[config.mk]
export PLATFORM = sky130hd
export DESIGN_NAME = owt_temp_reader
export DESIGN_NICKNAME = d
export VERILOG_FILES = /design/src/rtl/owt_pkg.sv /design/src/rtl/owt_us_timer.sv /design/src/rtl/owt_slot_engine.sv /design/src/rtl/owt_temp_reader.sv
export SDC_FILE = /design/constraint.sdc
export NUM_CORES = 1
export LEC_CHECK = 0
export BUFFER_PORTS_ARGS = -buffer_cell sky130_fd_sc_hd__buf_4
export CORE_MARGIN = 3
export CORE_UTILIZATION = 55
export CTS_BUF_LIST = sky130_fd_sc_hd__clkbuf_8
export DETAILED_ROUTE_END_ITERATION = 16
export PLACE_DENSITY_LB_ADDON = 0.15
export SYNTH_ARGS = -nofsm -noshare
export SYNTH_HDL_FRONTEND = slang
export SYNTH_SLANG_ARGS = --single-unit
[constraint.sdc]
create_clock -name clk -period 3 [get_ports clk]
set_input_delay 0.15 -clock clk [delete_from_list [all_inputs] [get_ports clk]]
set_output_delay 0.15 -clock clk [all_outputs]
set_load 0.02 [all_outputs]
[src/rtl/owt_pkg.sv]
package owt_pkg;

    typedef enum logic [1:0] {
        SK_RESET,
        SK_WR0,
        SK_WR1,
        SK_READ
    } slot_kind_e;

    typedef enum logic [2:0] {
        PH_IDLE,
        PH_RESET,
        PH_WRITE,
        PH_CONV,
        PH_READ
    } phase_e;

    localparam logic [7:0] OP_ALL_DEV  = 8'hCC;
    localparam logic [7:0] OP_CONVERT  = 8'h44;
    localparam logic [7:0] OP_READ_PAD = 8'hBE;

    // byte 0 of each pass addresses all devices; byte 1 is the function
    function automatic logic [7:0] cmd_byte(input logic second_pass, input logic idx);
        if (!idx) begin
            return OP_ALL_DEV;
        end
        return second_pass ? OP_READ_PAD : OP_CONVERT;
    endfunction

endpackage

[src/rtl/owt_us_timer.sv]
module owt_us_timer #(
    parameter int unsigned CLK_PER_US = 100
) (
    input  logic clk,
    input  logic rst_n,
    input  logic restart,
    output logic tick
);
    localparam int unsigned CW = (CLK_PER_US > 1) ? $clog2(CLK_PER_US) : 1;
    localparam logic [CW-1:0] LAST = CW'(CLK_PER_US - 1);

    logic [CW-1:0] cnt_d, cnt_q;

    assign tick = (cnt_q == LAST);

    always_comb begin
        cnt_d = cnt_q;
        if (restart || cnt_q == LAST) begin
            cnt_d = '0;
        end else begin
            cnt_d = cnt_q + 1'b1;
        end
    end

    always_ff @(posedge clk) begin
        if (!rst_n) begin
            cnt_q <= '0;
        end else begin
            cnt_q <= cnt_d;
        end
    end

endmodule

[src/rtl/owt_slot_engine.sv]
module owt_slot_engine
    import owt_pkg::*;
#(
    parameter int unsigned RST_LOW_US  = 480,
    parameter int unsigned RST_HIGH_US = 480,
    parameter int unsigned PRES_US     = 70,
    parameter int unsigned SLOT_US     = 60,
    parameter int unsigned REC_US      = 2,
    parameter int unsigned LOW_US      = 2,
    parameter int unsigned SAMPLE_US   = 12
) (
    input  logic       clk,
    input  logic       rst_n,
    input  logic       tick,
    input  logic       cmd_valid,
    input  slot_kind_e cmd_kind,
    input  logic       line_in,
    output logic       restart,
    output logic       drive_low,
    output logic       busy,
    output logic       slot_done,
    output logic       rx_bit
);
    localparam int unsigned RST_TOT  = RST_LOW_US + RST_HIGH_US;
    localparam int unsigned SLOT_TOT = SLOT_US + REC_US;
    localparam int unsigned SPAN     = (RST_TOT > SLOT_TOT) ? RST_TOT : SLOT_TOT;
    localparam int unsigned UW       = $clog2(SPAN + 1);

    localparam logic [UW-1:0] RST_LOW_C  = UW'(RST_LOW_US);
    localparam logic [UW-1:0] RST_END_C  = UW'(RST_TOT);
    localparam logic [UW-1:0] PRES_AT_C  = UW'(RST_LOW_US + PRES_US);
    localparam logic [UW-1:0] SLOT_C     = UW'(SLOT_US);
    localparam logic [UW-1:0] SLOT_END_C = UW'(SLOT_TOT);
    localparam logic [UW-1:0] LOW_C      = UW'(LOW_US);
    localparam logic [UW-1:0] SAMPLE_C   = UW'(SAMPLE_US);

    typedef struct packed {
        logic          active;
        slot_kind_e    kind;
        logic [UW-1:0] us_cnt;
        logic          drive;
        logic          done;
        logic          rx_bit;
        logic [1:0]    sync;
    } eng_st_t;

    localparam eng_st_t ENG_RST = '{
        active: 1'b0, kind: SK_RESET, us_cnt: '0, drive: 1'b0,
        done: 1'b0, rx_bit: 1'b1, sync: 2'b11
    };

    eng_st_t st_d, st_q;
    logic [UW-1:0] low_len, end_at, smp_at;
    logic          do_smp;

    // per-kind shape of the slot
    always_comb begin
        low_len = SLOT_C;
        end_at  = SLOT_END_C;
        smp_at  = SAMPLE_C;
        do_smp  = 1'b0;
        case (st_q.kind)
            SK_RESET: begin
                low_len = RST_LOW_C;
                end_at  = RST_END_C;
                smp_at  = PRES_AT_C;
                do_smp  = 1'b1;
            end
            SK_WR0: begin
                low_len = SLOT_C;
            end
            SK_WR1: begin
                low_len = LOW_C;
            end
            SK_READ: begin
                low_len = LOW_C;
                smp_at  = SAMPLE_C;
                do_smp  = 1'b1;
            end
            default: begin
                low_len = SLOT_C;
            end
        endcase
    end

    always_comb begin
        st_d      = st_q;
        st_d.done = 1'b0;
        st_d.sync = {st_q.sync[0], line_in};
        restart   = 1'b0;
        if (!st_q.active) begin
            if (cmd_valid) begin
                st_d.active = 1'b1;
                st_d.kind   = cmd_kind;
                st_d.us_cnt = '0;
                st_d.drive  = 1'b1;
                restart     = 1'b1;
            end
        end else if (tick) begin
            st_d.us_cnt = st_q.us_cnt + 1'b1;
            st_d.drive  = (st_d.us_cnt < low_len);
            if (do_smp && st_d.us_cnt == smp_at) begin
                st_d.rx_bit = st_q.sync[1];
            end
            if (st_d.us_cnt == end_at) begin
                st_d.active = 1'b0;
                st_d.done   = 1'b1;
                st_d.drive  = 1'b0;
            end
        end
    end

    always_ff @(posedge clk) begin
        if (!rst_n) begin
            st_q <= ENG_RST;
        end else begin
            st_q <= st_d;
        end
    end

    assign drive_low = st_q.drive;
    assign busy      = st_q.active;
    assign slot_done = st_q.done;
    assign rx_bit    = st_q.rx_bit;

    AST_CMD_WHEN_IDLE: assert property (@(posedge clk) disable iff (!rst_n) cmd_valid |-> !busy);
    AST_SLOT_OPENS_LOW: assert property (@(posedge clk) disable iff (!rst_n) $rose(busy) |-> drive_low);
    AST_SLOT_ENDS_RELEASED: assert property (@(posedge clk) disable iff (!rst_n) slot_done |-> !drive_low);
    AST_SLOT_DONE_PULSE: assert property (@(posedge clk) disable iff (!rst_n) slot_done |=> !slot_done);

endmodule

[src/rtl/owt_temp_reader.sv]
module owt_temp_reader
    import owt_pkg::*;
#(
    parameter int unsigned CLK_PER_US  = 100,
    parameter int unsigned PULLUP_US   = 10000,
    parameter int unsigned RD_BYTES    = 2,
    parameter int unsigned RST_LOW_US  = 480,
    parameter int unsigned RST_HIGH_US = 480,
    parameter int unsigned PRES_US     = 70,
    parameter int unsigned SLOT_US     = 60,
    parameter int unsigned REC_US      = 2,
    parameter int unsigned LOW_US      = 2,
    parameter int unsigned SAMPLE_US   = 12
) (
    input  logic                    clk,
    input  logic                    rst_n,
    input  logic                    start,
    input  logic                    parasite_mode,
    input  logic                    bus_sense,
    output logic                    bus_drive_low,
    output logic                    bus_strong_pu,
    output logic [8*RD_BYTES-1:0]   temp_raw,
    output logic                    done,
    output logic                    error
);
    localparam int unsigned RD_BITS = 8 * RD_BYTES;
    localparam int unsigned RCW     = $clog2(RD_BITS);
    localparam int unsigned CVW     = $clog2(PULLUP_US + 1);
    localparam logic [RCW-1:0] RD_LAST = RCW'(RD_BITS - 1);
    localparam logic [CVW-1:0] CV_END  = CVW'(PULLUP_US);

    typedef struct packed {
        phase_e             phase;
        logic               pass;
        logic               byte_idx;
        logic [2:0]         bit_idx;
        logic [RCW-1:0]     rd_cnt;
        logic [RD_BITS-1:0] shreg;
        logic               parasite;
        logic [CVW-1:0]     conv_cnt;
        logic               pu;
        logic               cmd_valid;
        slot_kind_e         cmd_kind;
        logic [RD_BITS-1:0] result;
        logic               done;
        logic               err;
    } seq_st_t;

    localparam seq_st_t SEQ_RST = '{
        phase: PH_IDLE, pass: 1'b0, byte_idx: 1'b0, bit_idx: '0, rd_cnt: '0,
        shreg: '0, parasite: 1'b0, conv_cnt: '0, pu: 1'b0, cmd_valid: 1'b0,
        cmd_kind: SK_RESET, result: '0, done: 1'b0, err: 1'b0
    };

    seq_st_t st_d, st_q;

    logic tick, eng_restart, conv_restart;
    logic eng_drive, eng_busy, eng_done, eng_rx;
    logic [7:0] next_byte;

    owt_us_timer #(
        .CLK_PER_US(CLK_PER_US)
    ) u_timer (
        .clk    (clk),
        .rst_n  (rst_n),
        .restart(eng_restart | conv_restart),
        .tick   (tick)
    );

    owt_slot_engine #(
        .RST_LOW_US (RST_LOW_US),
        .RST_HIGH_US(RST_HIGH_US),
        .PRES_US    (PRES_US),
        .SLOT_US    (SLOT_US),
        .REC_US     (REC_US),
        .LOW_US     (LOW_US),
        .SAMPLE_US  (SAMPLE_US)
    ) u_slot (
        .clk      (clk),
        .rst_n    (rst_n),
        .tick     (tick),
        .cmd_valid(st_q.cmd_valid),
        .cmd_kind (st_q.cmd_kind),
        .line_in  (bus_sense),
        .restart  (eng_restart),
        .drive_low(eng_drive),
        .busy     (eng_busy),
        .slot_done(eng_done),
        .rx_bit   (eng_rx)
    );

    always_comb begin
        st_d           = st_q;
        st_d.cmd_valid = 1'b0;
        st_d.done      = 1'b0;
        st_d.err       = 1'b0;
        conv_restart   = 1'b0;
        next_byte      = '0;

        unique case (st_q.phase)
            PH_IDLE: begin
                if (start) begin
                    st_d.parasite  = parasite_mode;
                    st_d.pass      = 1'b0;
                    st_d.phase     = PH_RESET;
                    st_d.cmd_valid = 1'b1;
                    st_d.cmd_kind  = SK_RESET;
                end
            end
            PH_RESET: begin
                if (eng_done) begin
                    if (eng_rx) begin
                        // line stayed high: nobody answered
                        st_d.err   = 1'b1;
                        st_d.phase = PH_IDLE;
                    end else begin
                        st_d.phase     = PH_WRITE;
                        st_d.byte_idx  = 1'b0;
                        st_d.bit_idx   = '0;
                        next_byte      = cmd_byte(st_q.pass, 1'b0);
                        st_d.cmd_valid = 1'b1;
                        st_d.cmd_kind  = next_byte[0] ? SK_WR1 : SK_WR0;
                    end
                end
            end
            PH_WRITE: begin
                if (eng_done) begin
                    if (st_q.bit_idx == 3'd7 && st_q.byte_idx) begin
                        if (!st_q.pass) begin
                            st_d.phase    = PH_CONV;
                            st_d.conv_cnt = '0;
                            st_d.pu       = st_q.parasite;
                            conv_restart  = 1'b1;
                        end else begin
                            st_d.phase     = PH_READ;
                            st_d.rd_cnt    = '0;
                            st_d.cmd_valid = 1'b1;
                            st_d.cmd_kind  = SK_READ;
                        end
                    end else begin
                        if (st_q.bit_idx == 3'd7) begin
                            st_d.byte_idx = 1'b1;
                            st_d.bit_idx  = '0;
                        end else begin
                            st_d.bit_idx = st_q.bit_idx + 1'b1;
                        end
                        next_byte      = cmd_byte(st_q.pass, st_d.byte_idx);
                        st_d.cmd_valid = 1'b1;
                        st_d.cmd_kind  = next_byte[st_d.bit_idx] ? SK_WR1 : SK_WR0;
                    end
                end
            end
            PH_CONV: begin
                if (tick) begin
                    st_d.conv_cnt = st_q.conv_cnt + 1'b1;
                    if (st_d.conv_cnt == CV_END) begin
                        st_d.pu        = 1'b0;
                        st_d.pass      = 1'b1;
                        st_d.phase     = PH_RESET;
                        st_d.cmd_valid = 1'b1;
                        st_d.cmd_kind  = SK_RESET;
                    end
                end
            end
            PH_READ: begin
                if (eng_done) begin
                    st_d.shreg = {eng_rx, st_q.shreg[RD_BITS-1:1]};
                    if (st_q.rd_cnt == RD_LAST) begin
                        st_d.result = st_d.shreg;
                        st_d.done   = 1'b1;
                        st_d.phase  = PH_IDLE;
                    end else begin
                        st_d.rd_cnt    = st_q.rd_cnt + 1'b1;
                        st_d.cmd_valid = 1'b1;
                        st_d.cmd_kind  = SK_READ;
                    end
                end
            end
            default: begin
                st_d.phase = PH_IDLE;
            end
        endcase
    end

    always_ff @(posedge clk) begin
        if (!rst_n) begin
            st_q <= SEQ_RST;
        end else begin
            st_q <= st_d;
        end
    end

    assign bus_drive_low = eng_drive;
    assign bus_strong_pu = st_q.pu;
    assign temp_raw      = st_q.result;
    assign done          = st_q.done;
    assign error         = st_q.err;

    logic par_latched;
    assign par_latched = st_q.parasite;

    AST_PU_NO_LOW: assert property (@(posedge clk) disable iff (!rst_n) !(bus_drive_low && bus_strong_pu));
    AST_PU_ONLY_PARASITE: assert property (@(posedge clk) disable iff (!rst_n) bus_strong_pu |-> par_latched);
    AST_PU_BUS_QUIET: assert property (@(posedge clk) disable iff (!rst_n) bus_strong_pu |-> !eng_busy);
    AST_DONE_PULSE: assert property (@(posedge clk) disable iff (!rst_n) done |=> !done);
    AST_RESULT_HOLD: assert property (@(posedge clk) disable iff (!rst_n) !$stable(temp_raw) |-> done);
    AST_ERR_NOT_DONE: assert property (@(posedge clk) disable iff (!rst_n) !(done && error));

endmodule

==> impl_summary.md, run 1 <==
Layout
The area used by sequential logic in the layout is 0.00178 mm². The share of post-route cells with drive strength above 1 is 0.0993. The number of nets in the layout is around 600. The layout-stage area growth over the synthesis result is 7.33%. Once layout is complete, the utilization of the core stands at 0.624. The multi-input combinational cells in the finished layout cover a total of 0.00250 mm². The filler cell count in the final layout is 733. The number of diodes is 0.

Yosys
The number of warnings issued by yosys is 0. Counting flops with a built-in enable in the synthesized netlist gives 0. In the synthesized netlist the dominant register cell turns out to be sky130_fd_sc_hd__dfxtp_1. Dividing the synthesized area by the synthesized cell count gives 7.87 µm². The unique cell type count in the Yosys netlist is 61. By area the synthesized netlist is led by sky130_fd_sc_hd__dfxtp_1 39%, sky130_fd_sc_hd__nand2_1 7.6%, sky130_fd_sc_hd__a21oi_1 7.4%. Synthesis handed over a netlist of a little under 600 instances. Sorting the synthesized cells by how often they occur yields 93 x sky130_fd_sc_hd__nand2_1, 89 x sky130_fd_sc_hd__dfxtp_1, 68 x sky130_fd_sc_hd__a21oi_1, 47 x sky130_fd_sc_hd__nor2_1, 33 x sky130_fd_sc_hd__nand3_1. The biggest area contributor in the post-synthesis netlist is sky130_fd_sc_hd__dfxtp_1. The cell area after synthesis is 0.00461 mm². The most frequent cell after synthesis is sky130_fd_sc_hd__nand2_1. After synthesis the netlist holds a flip-flop and latch count of 89. The part of the Yosys area used for sequential elements is 0.387. The fraction of registers with async set/reset is 0. Synthesis produced a netlist with a net count of 608. Of the post-synthesis cell area, the dominant cell type holds 0.387.

Global routing
The number of global-route vias before repair is 3664. The met2 demand-to-capacity share in global routing is 0.344. For this run, global-route usage on met3 was measured as 0.0309.

The global-route met1 utilization is 0.254. The initial antenna violation count came to 0. The first-pass GRT wire length is around 16000 µm. The total overflow left after global routing is 0. Entering global routing, the biggest net connects 45 pins. The global-route usage over all layers is 0.200. The peak-usage layer in the global routing report is met2.

Pwr
Dividing total power by cell area gives a power density of between 400 and 500 mW/mm². The switching power as a share of total power is 0.266. The cell leakage power is around 0.0019 µW. The combinational power share is 0.104. The total internal power is ~1800 µW.

IR analysis of the VDD net gives a maximum drop of 0.384 mV. Of the total power, registers draw 0.516. In this run the power spent charging and discharging nets is 648 µW. Of the total power, the clock network draws 0.380.

Drt
The first TritonRoute pass finished after 4 iterations. The post-detailed-route wirelength per cell is 13.7 µm. The routed layout has between 3000 and 4000 vias. Summed over all layers, the routed wires come to roughly 9400 µm. The final antenna-violating net count is 0. For this block, the initial DRC count from the detailed router was 216. Using the TritonRoute via totals, the vias-per-cell ratio works out to 5.81.

For this run, design rule violations remaining after detail routing come to 0.

Timing
Setup slack closes at 0.674 ns. The total of endpoints with negative setup slack in the final report is 0. The number of slew-limit violations in the final report is 0.

Subtracting the final worst setup slack from the clock period gives 2.33 ns. For the pin with the worst max-slew slack, the measured transition is 0.629 ns. The share of the clock period used by the worst path is 0.775. The number of failing hold endpoints at the final stage was 0. The post-route clock skew is about 0.013 ns.

The timing-limited maximum frequency is 430 MHz. Setup repair after global routing left no endpoint under its margin. The final sum of negative setup slack is 0 ns. In this run the tightest slew margin relative to its limit is 0.581.

Die
The full die area is approximately 0.0095 mm². For this configuration, the core starts out at a cell density of 0.581. 25 I/O pins were placed. The horizontal extent of the die is between 90 and 100 µm. The core footprint is 0.00793 mm². The row count is 32.

The die is around 98 µm tall.

CTS
For the worst-skew pair, the clock arrives at the later sink with an insertion delay of 0.35 ns. TritonCTS built the clock tree. The number of sinks handled by clock tree synthesis is 89. The number of gates resized after CTS was 0. The number of buffers inserted during clock tree synthesis is 9. The tree is rooted in a sky130_fd_sc_hd__clkbuf_8. The longest clock path from root to sink contains 2 buffers. The clock-pin slew of the registers on the worst-case setup and hold paths is ~0.090 ns.

The clock tree synthesis step divided the H-tree into 3 levels.

Worst setup path
The number of cells on the worst reg-to-reg path is 8. Setup slack on the worst reg-to-reg path comes out at 0.67 ns. The maximum fanout count along the critical path is 8. The category of the critical setup timing path is register to register.

Data on the critical path is required at its endpoint by about 3.3 ns. STA classifies the critical path endpoint as a register. The worst register-to-register path begins at u_slot.st_q[5]. For the worst setup path, the data arrival time is around 2.6 ns. STA classifies the critical path startpoint as a register. The capture point of the worst reg-to-reg path is u_slot.slot_done.

Place
The total of buffers placed on input and output ports is 24. The placer congestion estimate is 0.915. At the placement stage, the worst setup path has a slack of 0.711 ns.

The estimated wirelength of the detail-placed design is 6640 µm.

Worst hold path
The path class of the tightest hold or removal check is input port to register. The capture endpoint of the worst hold path is par_latched. In this run the most critical hold path is launched from parasite_mode. The hold path depth is 3.

Flow run
The tool flagged a number of max-cap violations equal to 0.

Status
The flow ran to the end, and the final reports show no timing, DRC or antenna violations.
-- timing repair --
item | CTS | global route
hold endpoints to repair | 1 | 0
hold buffers | 1 | 0
buffers inserted | 0 | 0
-- cell usage in the layout (no fill, tap or decap), drive strengths merged, types with 13 or more instances in the layout --
cell / Yosys / routed
a21oi: 68 / 68
dfxtp: 89 / 89
buf: 28 / 31
o21ai: 20 / 20
ha: 18 / 18
xnor2: 13 / 13
nor2: 47 / 47
and3: 15 / 15
inv: 16 / 19
a31oi: 13 / 13
nand3: 34 / 34
nand2: 93 / 93
-- sequential cells by signal, summed over array words and instances, names as in the netlist --
register,flops
bus_strong_pu,1
done,1
temp_raw,16
error,1
u_slot.drive_low,1
u_timer.cnt_q,7
u_slot.st_d,1
par_latched,1
u_slot.st_q,13
u_slot.rx_bit,1
u_slot.busy,1
u_slot.slot_done,1
st_q,44
-- cell type report --
cell class | instances | share of cell area
Clock buffer | 9 | 0.0251
Clock inverter | 7 | 0.0205
Inverter | 17 | 0.0129
Multi-Input combinational cell | 430 | 0.506
Sequential cell | 89 | 0.360
Tap cell | 102 | 0.0258
Timing Repair Buffer | 32 | 0.0491
-- metrics by stage --
step | total power [µW] | area (µm²) | hold slack, ns | cells
2_1_floorplan | 1480 | 4610 | 0.223 | 585
3_3_place_gp | 1530 | 4710 | 0.332 | 669
3_5_place_dp | 1540 | 4710 | 0.337 | 669
4_1_cts | 2460 | 4940 | 0.0178 | 686
5_1_grt | 2540 | 4940 | 0.0349 | 686
6_report | 2440 | 4940 | 0.0302 | 686
-- layer usage --
layer  part of all wire  wire length (µm)  up-vias
met5                  0                 0        -
met4              0.010                95        0
met3              0.036               338        9
met2               0.49              4570       90
met1               0.47              4390     1855
li1                   -                 -     2032
-- cells by family after synthesis --
logic type	count (synthesis)	synth area share
simple gates	250	0.266
flops	89	0.387
fa+ha+maj	18	0.0489
compound gates	138	0.182
buf+inv	66	0.0698
mux	4	0.00869
xor+xnor	20	0.0380
-- how the worst max path moves through the flow --
stage	start	endpoint	slack [ns]	cells after the start
CTS	u_slot.st_q[5]	u_slot.slot_done	0.68	8
finish	u_slot.st_q[5]	u_slot.slot_done	0.67	8
global route	u_slot.st_q[9]	u_slot.slot_done	0.44	9
floorplan	u_slot.st_q[5]	u_slot.slot_done	0.84	10
global placement	u_slot.st_q[9]	u_slot.slot_done	0.76	9
detailed placement	u_slot.st_q[5]	u_slot.slot_done	0.71	8
-- critical path, cell delays in order, from the launching register on --
cell	delay (ns)
sky130_fd_sc_hd__dfxtp_1	0.47
sky130_fd_sc_hd__ha_1	0.34
sky130_fd_sc_hd__nand4_1	0.22
sky130_fd_sc_hd__xnor2_1	0.20
sky130_fd_sc_hd__ha_1	0.30
sky130_fd_sc_hd__nand3_1	0.09
sky130_fd_sc_hd__a311oi_1	0.20
sky130_fd_sc_hd__o2111a_1	0.27
sky130_fd_sc_hd__and3_2	0.18
-- power groups by stage --
stage / Sequential [µW] / Clock [µW] / Combinational, µW
after floorplan: 1260 / 0 / 218
after global placement: 1280 / 0 / 249
after detailed placement: 1290 / 0 / 251
after CTS: 1260 / 949 / 254
after global routing: 1270 / 990 / 286
final: 1260 / 926 / 255
Power figures use the tool's default switching activity.
==> run 2: changes to the inputs <==
clock period = 2.4 ns   (was 3 ns; I/O delays follow)
==> run 2 against run 1 <==
Against the previous run: global-route usage up 0.62 points; sequential share of layout area is 0.086 points lower; clock skew fell by 0.00090 ns; non-clock buffer count up 5; largest cell class unchanged; power increased by 19%; worst hold slack better by 0.0066 ns; critical path depth is the same; critical path type unchanged; combinational power rose by 28%; sequential cell count unchanged; fmax increased by 4.4%; critical endpoint unchanged.
==> impl_summary.md, run 2 (synthesis gave the netlist of run 1 again) <==
Flow run
The number of maximum-capacitance violations is 0 (unchanged).

Die
The full die area is 0.00951 mm² (unchanged). The row count is 32 (unchanged). The overall die height is 97.5 µm (unchanged).

The initial core utilization is 0.581 (unchanged). The horizontal extent of the die is 97.5 µm (unchanged). The I/O pin total is 25 (unchanged).

The core footprint was 0.00793 mm² (unchanged).

Place
The estimated wirelength of the detail-placed design is 6600 µm (-0.51%). The placer congestion estimate is 0.948 (+3.6%). The cell area after placement was 0.00474 mm² (+0.64%). The total of buffers placed on input and output ports is 24 (unchanged).

CTS
The buffer depth of the longest clock path is 2 (unchanged). The setup fix buffers added after clock tree synthesis is 0 (unchanged). The clock-pin slew of the registers on the worst-case setup and hold paths was 0.10 ns (about the same).

The CTS tree is yes. The number of buffers inserted during clock tree synthesis is 9 (unchanged). The deepest level of the CTS H-tree came to 3 (unchanged). The tree is rooted in a sky130_fd_sc_hd__clkbuf_8. The clock latency of the later-clocked register in the worst-skew pair was 0.36 ns (about the same).

The number of sinks handled by clock tree synthesis was 89 (unchanged).

Pwr
The power density of the placed cells is 586 mW/mm² (+19%). The overall power after layout is 2910 µW (+19%). The maximum vdd ir drop is 0.349 mV (-9.1%). The cell leakage power is 0.00189 µW (+0.41%).

Drt
The met3 routed wirelength is 402 µm (+19%). The length of routed wiring on met1 is 4400 µm (+0.32%). The highest metal layer carrying signal wires in the routed design is met4.

The detailed-routing iteration count for the pre-antenna-repair pass is 5 (+1). The DRC violation count after routing came to 0 (unchanged). The violation count after the first detailed-routing iteration came to 289 (+34%). The final antenna-violating net count is 0 (unchanged). The via count is 3973 (-0.33%). The average vias per placed instance came to 5.75 (-1.0%). The routed wire length is 9470 µm (+0.86%). The met2 wire length came to 4580 µm (about the same). The post-detailed-route wirelength per cell was 13.7 µm (+0.13%).

Status
The run finished with clean final reports.

Timing
The post-route clock skew is 0.0117 ns (-0.000903 ns). Setup repair after global routing left no endpoint under its margin. The total of endpoints with negative setup slack in the final report is 0 (unchanged). The final sum of negative setup slack is 0 ns (unchanged). The number of slew-limit violations in the final report is 0 (unchanged). The number of failing hold endpoints at the final stage is 0 (unchanged).

The clock period minus final worst setup slack is 2.23 ns (-0.0990 ns). The actual transition at the worst max-transition pin is 0.637 ns (+0.00831 ns). The share of the clock period used by the worst path is 0.928 (+0.153). The timing-limited maximum frequency is 449 MHz (+4.4%). The headroom to the max-slew limit was 0.575 (-0.00554).

Worst setup path
The data required time at the worst endpoint was 2.71 ns (-0.58 ns). The signal on the critical path passes through ha_2 > nand4_1 > xnor2_1 > ha_1 > nand3_1 > a311oi_1 > o2111a_1 > and3_2. The slowest library cell on the worst path is sky130_fd_sc_hd__dfxtp_2. The maximum fanout count along the critical path is 8 (unchanged). The category of the critical setup timing path is register to register. The worst setup path is captured at a register.

STA classifies the critical path startpoint as a register. The biggest cell delay along the critical path is 0.40 ns (-0.07 ns). The signal arrival time at the worst endpoint came to 2.54 ns (-0.08 ns).

Global routing
The number of global-route vias before repair came to 3780 (+3.2%). The global-route usage over all layers is 0.206 (+0.00622). The pin count of the biggest net entering global routing is 43 (-4.4%). The initial antenna violation count was 0 (unchanged). The aggregate global routing overflow is 0 (unchanged). The first-pass GRT wire length came to 16800 µm (+3.0%).

Layout
The most common cell after layout, fill and taps aside is sky130_fd_sc_hd__nand2_1. Compared with the post-synthesis result, the final layout area differs by 7.74%. The share of post-route cells with drive strength above 1 is 0.112 (+0.0127). The number of diodes is 0 (unchanged).

The post-route standard cell area excluding fillers came to 0.00496 mm² (+0.38%). In the layout the commonest cells are 93 x sky130_fd_sc_hd__nand2_1, 87 x sky130_fd_sc_hd__dfxtp_1, 68 x sky130_fd_sc_hd__a21oi_1. The flip-flop count of the largest register, all copies and words added is 44 (unchanged).

Ranked by flip-flop count, first place goes to st_q. The number of nets in the layout is 607 (+0.83%).

Worst hold path
The worst hold-check path type is input port to register.
run 2: final cells by class:
cell class | instances | area (µm²)
Multi-Input combinational cell | 430 | 2510
Clock inverter | 7 | 70.1
Tap cell | 102 | 128
Clock buffer | 9 | 124
Timing Repair Buffer | 37 | 283
Inverter | 17 | 63.8
Sequential cell | 89 | 1780
Fill cell | 697 | 2970
run 2: final timing paths:
| kind | from | to | slack (ns) | cells after the start |
|---|---|---|---|---|
| worst min register to register | u_slot.st_d[1] | u_slot.st_q[1] | 0.42 | 1 |
| worst min-delay path | rst_n | u_slot.st_d[1] | 0.04 | 2 |
| worst max-delay path | u_slot.st_q[5] | u_slot.slot_done | 0.17 | 8 |
| worst max register to register | u_slot.st_q[5] | u_slot.slot_done | 0.17 | 8 |
run 2: what timing repair did:
action	4_1_cts	5_1_grt
hold endpoints to repair	2	0
setup endpoints to repair	0	3
hold buffers	2	0
gates resized for setup	0	4
run 2: critical path, delay by kind of cell, from the launching register on:
family	cells	cell delay [ns]
AND/OR/NAND/NOR	3	0.48
AO/OA/AOI/OAI	2	0.50
flip-flops	1	0.40
XOR/XNOR	1	0.20
adder cells (fa/ha/maj)	2	0.59
run 2: report_power, final:
part           switching, µW  internal, µW  total, µW
Clock                    598           409       1010
Combinational            192           134        327
Sequential              61.2          1510       1570
Total                    851          2060       2910
run 2: per-stage QoR:
stage / hold WS (ns) / cells / utilization / setup WS, ns
floorplan: 0.193 / 585 / - / 0.244
global placement: 0.303 / 673 / 0.598 / 0.175
detailed placement: 0.309 / 673 / 0.598 / 0.0891
CTS: 0.0277 / 691 / 0.625 / 0.0485
global route: 0.0408 / 691 / 0.626 / 0.0113
finish: 0.0368 / 691 / 0.626 / 0.173
run 2: layer usage:
| metal | vias up | track usage |
|---|---|---|
| met5 | - | 0 |
| met3 | 9 | 0.0388 |
| met1 | 1850 | 0.262 |
| li1 | 2035 | - |
| met4 | 0 | 0.0639 |
| met2 | 79 | 0.353 |
==> run 3: changes to the inputs <==
--- a/config.mk
+++ b/config.mk
@@ -14,3 +14,4 @@
 export SYNTH_ARGS = -nofsm -noshare
 export SYNTH_HDL_FRONTEND = slang
+export SYNTH_HIERARCHICAL = 1
 export SYNTH_SLANG_ARGS = --single-unit
==> constraint.sdc (replaced) <==
create_clock -name clk -period 2.4 [get_ports clk]
set_input_delay 0.12 -clock clk [delete_from_list [all_inputs] [get_ports clk]]
set_output_delay 0.12 -clock clk [all_outputs]
set_load 0.005 [all_outputs]
==> run 3 against run 2 <==
Against the previous run: synthesized cell count grew 0.34%; sequential power is 4% lower; cell area is 3.4% higher; count of clock-buffer cells in the layout up 1; clock power rose by 7%.
==> impl_summary.md, run 3 <==
Global routing
The pin count of the biggest net entering global routing is 33 (-23%). The aggregate global routing overflow is 0 (unchanged). The global-route met1 utilization is 0.277 (+0.0146). The met2 demand-to-capacity share in global routing came to 0.335 (-0.0172). The initial antenna violation count was 0 (unchanged). The global-route usage over all layers is 0.205 (-0.000516). The met3 demand-to-capacity share in global routing was 0.0326 (-0.00621). met2 is the most crowded layer. The number of global-route vias before repair is 3719 (-1.6%).

The first-pass GRT wire length was 16900 µm (+0.65%).

CTS
The clock-pin slew of the registers on the worst-case setup and hold paths is 0.10 ns (about the same). The buffer depth of the longest clock path is 2 (unchanged). The number of buffers inserted during clock tree synthesis came to 9 (unchanged). The clock latency of the later-clocked register in the worst-skew pair is 0.34 ns (-0.02 ns).

The number of sinks handled by clock tree synthesis is 89 (unchanged). The deepest level of the CTS H-tree is 3 (unchanged). TritonCTS built the clock tree. The root buffer cell chosen for the clock tree is sky130_fd_sc_hd__clkbuf_8.

Timing
The clock period minus final worst setup slack is 2.26 ns (+0.0356 ns). The headroom to the max-slew limit is 0.324 (-0.251). The total of endpoints with negative setup slack in the final report is 0 (unchanged). The worst hold slack was 0.0320 ns (-0.00479 ns). The number of failing hold endpoints at the final stage is 0 (unchanged). The share of the clock period used by the worst path came to 0.943 (+0.0148). The post-route clock skew is 0.0112 ns (-0.000542 ns). The number of slew-limit violations in the final report is 0 (unchanged). The actual transition at the worst max-transition pin is 1.01 ns (+0.373 ns).

The timing-limited maximum frequency is 442 MHz (-1.6%).

Yosys
Of all cell types, the one taking the most synthesized area is sky130_fd_sc_hd__dfxtp_1. The per-instance average area after synthesis is 8.01 µm² (+1.7%). The most frequent cell after synthesis is sky130_fd_sc_hd__nand2_1. The total of flip-flops plus latches after synthesis is 89 (unchanged). The cell area after synthesis is 0.00470 mm² (+2.0%).

The count of flip-flops with a built-in enable after synthesis is 0 (unchanged). The unique cell type count in the Yosys netlist was 75 (+23%). The part of the Yosys area used for sequential elements is 0.379 (-0.00772). Among all flip-flop cells after synthesis, the most frequent one is sky130_fd_sc_hd__dfxtp_1. The fraction of post-synthesis cell area in the top cell type by area came to 0.379 (-0.00772). The synthesized netlist net count came to 608 (unchanged). The fraction of registers with async set/reset is 0 (unchanged).

Ranked by total cell area, the synthesized netlist is headed by sky130_fd_sc_hd__dfxtp_1 38%, sky130_fd_sc_hd__nand2_1 7.7%, sky130_fd_sc_hd__a21oi_1 6.9%. The number of warnings issued by yosys is 6 (+6). The post-synthesis instance total is 587 (+0.34%). In the synthesized netlist, the cells that appear most often are 97 x sky130_fd_sc_hd__nand2_1, 89 x sky130_fd_sc_hd__dfxtp_1, 65 x sky130_fd_sc_hd__a21oi_1, 54 x sky130_fd_sc_hd__nor2_1, 25 x sky130_fd_sc_hd__o21ai_0.

Worst setup path
The capture point of the worst reg-to-reg path is st_q[64]. The data required time at the worst endpoint is 2.68 ns (-0.03 ns). The number of cell instances on the worst register-to-register path is 9 (+1). The worst register-to-register path begins at u_timer/cnt_q[0]. The setup slack on the worst flop-to-flop path is 0.14 ns (-0.04 ns). The maximum fanout count along the critical path is 5 (-3). The category of the worst setup path capture point is a register.

The worst setup path is launched from a register. In this run the worst setup path terminates at st_q[64]. The worst setup path is of the register to register kind. The signal arrival time at the worst endpoint is 2.54 ns (about the same). Tracing the worst setup path back leads to its startpoint at u_timer/cnt_q[0].

Pwr
The power density of the placed cells is 525 mW/mm² (-10%). The overall power after layout is 2690 µW (-7.5%). The cell leakage power is 0.00182 µW (-3.7%). The maximum vdd ir drop is 0.342 mV (-1.8%).

Layout
The utilization after layout came to 0.621 (-0.00489). The flip-flop count of the largest register, all copies and words added is 44 (unchanged). The number of nets in the layout was 618 (+1.8%).

Leaving out fill and tap cells, the most frequent cells in the layout are 97 x sky130_fd_sc_hd__nand2_1, 88 x sky130_fd_sc_hd__dfxtp_1, 65 x sky130_fd_sc_hd__a21oi_1. The filler cell count in the final layout came to 756 (+8.5%). The most common cell after layout, fill and taps aside is sky130_fd_sc_hd__nand2_1. The area used by sequential logic in the layout was 0.00178 mm² (about the same). The total area of multi-input combinational cells is 0.00261 mm² (+4.0%). The number of diodes came to 0 (unchanged). The final cell count without fillers is 707 (+2.3%). The share of post-route cells with drive strength above 1 was 0.146 (+0.0341). The layout-stage area growth over the synthesis result is 9.13%. The register with the most flip-flops in the final layout is st_q.

Worst hold path
The critical hold path startpoint is parasite_mode. The worst hold-check path type is input port to register.

Die
The overall die height is 98.4 µm (+0.95%). The core footprint is 0.00826 mm² (+4.2%). The horizontal extent of the die is 98.4 µm (+0.95%). The full die area is 0.00969 mm² (+1.9%). The initial core utilization is 0.569 (-0.0119). The row count is 33 (+3.1%). The I/O pin total is 25 (unchanged).

Drt
The detailed-routing iteration count for the pre-antenna-repair pass is 5 (unchanged). The final antenna-violating net count was 0 (unchanged). The via count is 4106 (+3.3%). The DRC violation count after routing is 0 (unchanged).

The violation count after the first detailed-routing iteration is 286 (-1.0%). The routed wire length is 10100 µm (+6.4%). The post-detailed-route wirelength per cell is 14.3 µm (+4.0%). The average vias per placed instance is 5.81 (+1.0%).

Place
The placed cell count was 688 (+2.2%). The placer congestion estimate is 0.856 (-9.7%). The total of buffers placed on input and output ports is 24 (unchanged). The estimated wirelength of the detail-placed design came to 7180 µm (+8.7%).

Flow run
The number of maximum-capacitance violations is 0 (unchanged).

Status
The run finished with clean final reports.
-- run 3: cell types whose count changed after synthesis, sizes merged, moves of 5 or more --
| cell | change |
|---|---|
| o21ai | +7 |
| nor2 | +7 |
| nor2b | +10 |
| a31oi | -6 |
| o21a | +5 |
| xnor2 | -7 |
| and3 | -8 |
| nor4 | +5 |
| a22oi | +6 |
| nand3 | -14 |
-- run 3: layer usage --
metal | wire (µm) | share of wire
met4 | 125 | 0.012
met5 | 0 | 0
met3 | 404 | 0.040
met2 | 4720 | 0.47
met1 | 4830 | 0.48
-- run 3: how the worst min path moves through the flow --
stage                     cells after the start              to  slack (ns)
after floorplan                               1  u_slot/st_d[1]        0.19
after global placement                        2  u_slot/st_d[1]        0.32
after detailed placement                      2  u_slot/st_d[1]        0.31
after CTS                                     3     par_latched        0.02
after global routing                          3     par_latched        0.05
final                                         3     par_latched        0.03
-- run 3: kinds of logic after synthesis --
group | count (synthesis) | share of synthesized area
compound gates | 154 | 0.205
flops | 89 | 0.379
mux | 5 | 0.0107
xor+xnor | 14 | 0.0330
buf+inv | 61 | 0.0700
simple gates | 247 | 0.257
fa+ha+maj | 17 | 0.0447
-- run 3: metrics by stage --
stage / worst slack [ns] / cell area, µm² / setup TNS [ns]
final: 0.138 / 5130 / 0
after global routing: -0.0473 / 5130 / -0.0503
after CTS: 0.0279 / 5090 / 0
after detailed placement: 0.0456 / 4870 / 0
after global placement: 0.172 / 4870 / 0
after floorplan: 0.324 / 4700 / 0
-- run 3: timing repair --
item	in CTS	in global routing
resized for setup	0	7
hold buffers	1	0
endpoints found under the hold margin	1	0
buffers inserted	0	2
setup endpoints to repair	0	12
-- run 3: power by group --
group / switching, µW / internal [µW]
combinational: 62.2 / 43.1
clock: 553 / 523
sequential: 19.6 / 1490
-- run 3: layout make-up --
class / instances / area share
Timing Repair Buffer: 44 / 0.0649
Clock buffer: 10 / 0.0268
Clock inverter: 6 / 0.0144
Multi-Input combinational cell: 437 / 0.509
Inverter: 16 / 0.0117
Tap cell: 105 / 0.0256
Sequential cell: 89 / 0.348
-- run 3: worst max-delay path: stages, from the launching register on --
cell                        delay [ns]
sky130_fd_sc_hd__dfxtp_1          0.39
sky130_fd_sc_hd__ha_2             0.24
sky130_fd_sc_hd__nand4bb_2        0.21
sky130_fd_sc_hd__nor2_4           0.21
sky130_fd_sc_hd__mux2i_1          0.09
sky130_fd_sc_hd__a22oi_1          0.20
sky130_fd_sc_hd__o21ai_0          0.15
sky130_fd_sc_hd__o21bai_2         0.26
sky130_fd_sc_hd__or2_2            0.32
sky130_fd_sc_hd__a21oi_1          0.13
